--- config.mk ---
export PLATFORM = sky130hd
export DESIGN_NAME = dotp4_stack
export DESIGN_NICKNAME = d
export VERILOG_FILES = /design/src/rtl/dotp4_pkg.sv /design/src/rtl/dotp_ctrl.sv /design/src/rtl/lane_stack.sv /design/src/rtl/dotp_lane.sv /design/src/rtl/dotp4_stack.sv
export SDC_FILE = /design/constraint.sdc
export NUM_CORES = 2
export LEC_CHECK = 0
export BUFFER_PORTS_ARGS = -buffer_cell sky130_fd_sc_hd__buf_2
export CAP_MARGIN = 20
export CORE_MARGIN = 4
export CORE_UTILIZATION = 25
export DETAILED_ROUTE_END_ITERATION = 10
export GPL_TIMING_DRIVEN = 1
export PLACE_DENSITY = 0.49
export SKIP_LAST_GASP = 1
export SLEW_MARGIN = 30
export SYNTH_ARGS = -nofsm -noshare
export SYNTH_HDL_FRONTEND = slang
export SYNTH_SLANG_ARGS = --single-unit
--- constraint.sdc ---
create_clock -name clk -period 14.4 [get_ports clk]
set_clock_uncertainty 0.1 [all_clocks]
set_input_delay 1.44 -clock clk [delete_from_list [all_inputs] [get_ports clk]]
set_output_delay 1.44 -clock clk [all_outputs]
set_load 0.01 [all_outputs]
--- src/rtl/dotp4_pkg.sv ---
package dotp4_pkg;
  localparam int LANES = 4;

  typedef enum logic [1:0] {
    ST_IDLE = 2'd0,
    ST_MUL  = 2'd1,
    ST_SUM  = 2'd2,
    ST_HOLD = 2'd3
  } dp_state_e;
endpackage

--- src/rtl/dotp_ctrl.sv ---
module dotp_ctrl #(
  parameter int W = 20
) (
  input  logic clk,
  input  logic rst_n,
  input  logic in_valid,
  input  logic out_ready,
  output logic in_ready,
  output logic start,
  output logic step,
  output logic load_sum,
  output logic out_valid
);
  import dotp4_pkg::*;

  localparam int CW = (W > 1) ? $clog2(W) : 1;
  localparam logic [CW-1:0] LAST = CW'(W - 1);

  dp_state_e state;
  logic [CW-1:0] cnt;

  assign in_ready  = (state == ST_IDLE);
  assign start     = in_ready && in_valid;
  assign step      = (state == ST_MUL);
  assign load_sum  = (state == ST_SUM);
  assign out_valid = (state == ST_HOLD);

  always_ff @(posedge clk or negedge rst_n) begin
    if (!rst_n) begin
      state <= ST_IDLE;
      cnt   <= '0;
    end else begin
      case (state)
        ST_IDLE: if (in_valid) begin
          state <= ST_MUL;
          cnt   <= '0;
        end
        ST_MUL: begin
          cnt <= cnt + 1'b1;
          if (cnt == LAST) state <= ST_SUM;
        end
        ST_SUM:  state <= ST_HOLD;
        ST_HOLD: if (out_ready) state <= ST_IDLE;
        default: state <= ST_IDLE;
      endcase
    end
  end
endmodule

--- src/rtl/lane_stack.sv ---
module lane_stack #(
  parameter int W     = 20,
  parameter int DEPTH = 9
) (
  input  logic         clk,
  input  logic         rst_n,
  input  logic         push,
  input  logic         pop,
  input  logic         wr,
  input  logic [W-1:0] wdata,
  output logic [W-1:0] cur,
  output logic         bad_op
);
  localparam int SPW = $clog2(DEPTH + 1);
  localparam int IW  = $clog2(DEPTH);

  logic [W-1:0]   mem [DEPTH];
  logic [SPW-1:0] sp;
  logic [SPW-1:0] sp_dn;

  assign sp_dn  = sp - 1'b1;
  assign bad_op = (push && pop)
                || (push && (sp == SPW'(DEPTH)))
                || (pop && (sp == '0));

  always_ff @(posedge clk) begin
    if (push && !bad_op) mem[sp[IW-1:0]] <= cur;
  end

  always_ff @(posedge clk or negedge rst_n) begin
    if (!rst_n) begin
      cur <= '0;
      sp  <= '0;
    end else if (!bad_op) begin
      if (push) begin
        sp <= sp + 1'b1;
        if (wr) cur <= wdata;
      end else if (pop) begin
        cur <= mem[sp_dn[IW-1:0]];
        sp  <= sp_dn;
      end else if (wr) begin
        cur <= wdata;
      end
    end
  end
endmodule

--- src/rtl/dotp_lane.sv ---
module dotp_lane #(
  parameter int W = 20
) (
  input  logic                  clk,
  input  logic                  rst_n,
  input  logic                  start,
  input  logic                  step,
  input  logic [W-1:0]          coef,
  input  logic [W-1:0]          xin,
  output logic signed [2*W-1:0] prod
);
  logic [2*W-1:0] up_q;
  logic [W-1:0]   dn_q;
  logic [2*W-1:0] acc_q;
  logic           neg_q;

  function automatic logic [W-1:0] mag(input logic [W-1:0] v);
    return v[W-1] ? (~v + 1'b1) : v;
  endfunction

  assign prod = neg_q ? $signed(~acc_q + 1'b1) : $signed(acc_q);

  always_ff @(posedge clk or negedge rst_n) begin
    if (!rst_n) begin
      up_q  <= '0;
      dn_q  <= '0;
      acc_q <= '0;
      neg_q <= 1'b0;
    end else if (start) begin
      up_q  <= {{W{1'b0}}, mag(coef)};
      dn_q  <= mag(xin);
      acc_q <= '0;
      neg_q <= coef[W-1] ^ xin[W-1];
    end else if (step) begin
      if (dn_q[0]) acc_q <= acc_q + up_q;
      up_q <= up_q << 1;
      dn_q <= dn_q >> 1;
    end
  end
endmodule

--- src/rtl/dotp4_stack.sv ---
module dotp4_stack #(
  parameter  int W     = 20,
  parameter  int DEPTH = 9,
  localparam int OW    = 2*W + 2
) (
  input  logic            clk,
  input  logic            rst_n,
  input  logic            in_valid,
  output logic            in_ready,
  input  logic [4*W-1:0]  in_vec,
  input  logic            coef_we,
  input  logic [1:0]      coef_sel,
  input  logic [W-1:0]    coef_data,
  input  logic            push,
  input  logic            pop,
  output logic            out_valid,
  input  logic            out_ready,
  output logic [OW-1:0]   out_data,
  output logic            err
);
  import dotp4_pkg::*;

  logic start, step, load_sum;
  logic signed [2*W-1:0] prod [LANES];
  logic signed [OW-1:0]  ext  [LANES];
  logic [LANES-1:0]      bad;
  logic signed [OW-1:0]  total;

  dotp_ctrl #(.W(W)) u_ctrl (
    .clk(clk), .rst_n(rst_n), .in_valid(in_valid), .out_ready(out_ready),
    .in_ready(in_ready), .start(start), .step(step), .load_sum(load_sum),
    .out_valid(out_valid)
  );

  for (genvar i = 0; i < LANES; i++) begin : g_lane
    logic [W-1:0] cur;

    lane_stack #(.W(W), .DEPTH(DEPTH)) u_stk (
      .clk(clk), .rst_n(rst_n), .push(push), .pop(pop),
      .wr(coef_we && (coef_sel == 2'(i))), .wdata(coef_data),
      .cur(cur), .bad_op(bad[i])
    );

    dotp_lane #(.W(W)) u_mul (
      .clk(clk), .rst_n(rst_n), .start(start), .step(step),
      .coef(cur), .xin(in_vec[i*W +: W]), .prod(prod[i])
    );

    assign ext[i] = {{2{prod[i][2*W-1]}}, prod[i]};
  end

  assign total = ((ext[0] + ext[1]) + ext[2]) + ext[3];

  always_ff @(posedge clk or negedge rst_n) begin
    if (!rst_n) begin
      out_data <= '0;
      err      <= 1'b0;
    end else begin
      if (load_sum) out_data <= total;
      if (|bad) err <= 1'b1;
    end
  end
endmodule

==> flow_summary.json <==
{
  "synthTopCellsByArea": "edfxtp_1, dfrtp_1, mux4_2",
  "cp_slowest_stage_delay_ns": 0.67,
  "status": "completed",
  "synth_nets": 6609,
  "ys_warn_count": 0,
  "numPortBuffers": 153,
  "dieArea_mm2": 0.287,
  "cpMostUsedCell": "or4_4",
  "clockBufferDepth": 3,
  "clkTransAtPathRegs_ns": 0.06,
  "required_ns": 14.98,
  "finalCritPeriodShare_pct": 47.8,
  "vias": 48900,
  "cts_root_buf": "clkbuf_16",
  "hold_violations": 0,
  "clock.fmax_mhz": 145,
  "clkLatencyLatePin_ns": 0.83,
  "grt_pass1_vias": 48700,
  "fin_nets": 6677,
  "worstSetupStartpointType": "register",
  "wl_per_cell_um": 20.4,
  "finalSetupTns_ns": 0,
  "overflow": 0,
  "max-slew-margin-rel_pct": 35.3,
  "antenna_found_initial": 8,
  "syn-cell-area_mm2": 0.0697,
  "fin_util_pct": 28.8,
  "drc": 0,
  "setup_viol": 0,
  "ant_nets": 0,
  "synth_cell_types": 80,
  "grt.total_usage_pct": 14.0,
  "syn2layout_area_growth_pct": 14.6,
  "regToRegEndpoint": "out_data[40]",
  "drtIter0Drc": 3956,
  "reg2reg_from": "g_lane[1].u_mul.acc_q[3]",
  "firstDrtPassIters": 5,
  "cts_hold_buf": 0,
  "cts_tree": "done",
  "cts_sinks": 1270,
  "slew_violations": 0,
  "start_util_pct": 25.1,
  "dp_hpwl_um": 142000,
  "cts_resized": 0,
  "avgSynthCellArea_um2": 11.3,
  "die_y_um": 536,
  "worstSetupPathType": "register to register",
  "crit_chain": "or4_4 > nor3_2 > nand2_1 > or4_1 > or4_4 > nand2b_4 > or4_4 > o41ai_2 > xnor2_1 > fa_1 > inv_1 > fa_1 > inv_1 > ha_1 > a21o_1 > a21o_1 > a21oi_1 > o21ai_0 > a31o_2 > a221oi_1 > xnor2_1 > mux2_2",
  "maxCapViolCount": 0,
  "critPathSlowestCell": "or4_1",
  "gp_congestion": 0.855,
  "worst_pin_slew_ns": 0.968,
  "cts-htree-levels": 4,
  "core_area_mm2": 0.277,
  "drive_gt1_share_pct": 11.8,
  "synth_ff_type": "edfxtp_1",
  "hold_class": "register to register",
  "r2r_cells": 22,
  "wirelength_um": 206000,
  "synth-seq-cells": 1270,
  "synth-edff-count": 720,
  "critPathArrivalTime_ns": 7.46,
  "synth.most_common_cell": "edfxtp_1",
  "syn_inst": 6185,
  "synth_top_cell_area_share_pct": 31.0,
  "grt_max_degree": 138,
  "ios": 154,
  "die_w_um": 536,
  "numCtsBuffers": 148,
  "cp-end-kind": "register",
  "synth.top_cells.by_count": "edfxtp_1, nand2_1, dfrtp_1, a21oi_1, nor2_1",
  "synth.largest_area_cell": "edfxtp_1",
  "crit_path_start": "g_lane[1].u_mul.acc_q[3]",
  "post-cts-setup-buffer-count": 0,
  "ys_seq_area_share_pct": 50.8,
  "grt_pass1_wl_um": 312000,
  "min_period_ns": 6.88,
  "rrSetupSlack_ns": 7.52,
  "vias_per_cell": 4.85,
  "rows": 193,
  "worstSetupEndpoint": "out_data[40]",
  "path_max_fanout": 8,
  "async_reset_ff_share_pct": 43.3,
  "rsz0062_at_grt": "no"
}
## per-stage QoR
stage               setup slack, ns  instance area, um2  hold slack (ns)  cells
floorplan                      8.08               69700            0.350   6185
global placement               7.53               74800            0.361   9807
detailed placement             7.56               74800            0.373   9807
CTS                            7.53               79700            0.388  10100
global route                   7.08               79800            0.413  10100
finish                         7.52               79800            0.391  10100
## layout make-up
type	count	area, um2
well taps	3705	4640
multi-input cells	4370	32500
flip-flops and latches	1270	35400
inverters	218	818
repair buffers	245	1540
clock inverters	62	788
clock buffers	215	4170
fillers	28600	197000
diodes	3	7.51
## worst min path at each step
stage,startpoint,to,slack (ns),depth (start not counted)
global route,err,err,0.41,1
CTS,rst_n,g_lane[0].u_mul.acc_q[30],0.39,1
finish,g_lane[3].u_mul.dn_q[19],g_lane[3].u_mul.dn_q[19],0.39,2
global placement,err,err,0.36,1
floorplan,g_lane[0].u_mul.dn_q[19],g_lane[0].u_mul.dn_q[19],0.35,2
detailed placement,err,err,0.37,1
## state kept, by name, summed over array words and instances (netlist names)
register            count
g_lane.u_stk.cur       80
g_lane.u_mul.up_q     160
g_lane.u_mul.acc_q    160
out_data               42
u_ctrl.cnt              5
err                     1
g_lane.u_mul.neg_q      4
u_ctrl.state            2
g_lane.u_stk.sp        16
g_lane.u_mul.dn_q      80
g_lane.u_stk.mem      720
## logic make-up after synthesis
group | count (synthesis) | share of synthesized area [%]
simple gates | 1592 | 10.5
compound gates | 1466 | 12.8
mux | 523 | 10.5
xor+xnor | 474 | 5.96
fa+ha+maj | 315 | 6.57
flops | 1270 | 50.8
buf+inv | 545 | 2.94
## routing by layer
layer  vias to the layer above  global-route usage (%)  part of all wire [%]
li1                      22800                       -                     -
met1                     24700                    19.9                    47
met2                      1166                    21.9                    45
met3                       254                    2.35                   5.0
met4                         0                    4.08                   2.7
met5                         -                       0                     0
## cells in the final DEF, fill, tap and decap left out, types with 19 or more instances in the layout
cell type and count:
a31oi_1 26, xnor2_1 361, o211ai_1 21, clkbuf_1 46
or3_1 39, and3_1 32, nor2_1 399, and2_1 32
buf_2 152, a21oi_1 481, clkbuf_8 21, o21bai_1 36
edfxtp_1 720, nand2b_1 46, o41ai_1 31, nand4_1 55
nor2b_1 23, ha_1 227, nor4_1 19, xor2_1 105
fa_1 85, a21o_1 115, inv_1 218, o21ai_0 391
nor3_1 68, clkinv_2 26, mux2_2 39, nand2_1 670
nand3_1 74, dfrtp_1 544, mux4_2 160, or4_1 35
a211oi_1 30, o31ai_1 99, o22ai_1 89, o21a_1 27
mux2i_1 324, buf_4 82, clkbuf_16 148
## worst max-delay path: cells and delay by family (launching register included)
kind	cells	cell delay, ns
flip-flops	1	0.44
buffers and inverters	2	0.11
AO/OA/AOI/OAI	7	1.43
AND/OR/NAND/NOR	7	2.73
multiplexers	1	0.26
XOR/XNOR	2	0.23
adder cells (fa/ha/maj)	3	1.44
Power is left out: the tool's default activity adds up to more than one toggle a clock period on the data nets, which glitch-free logic cannot reach.
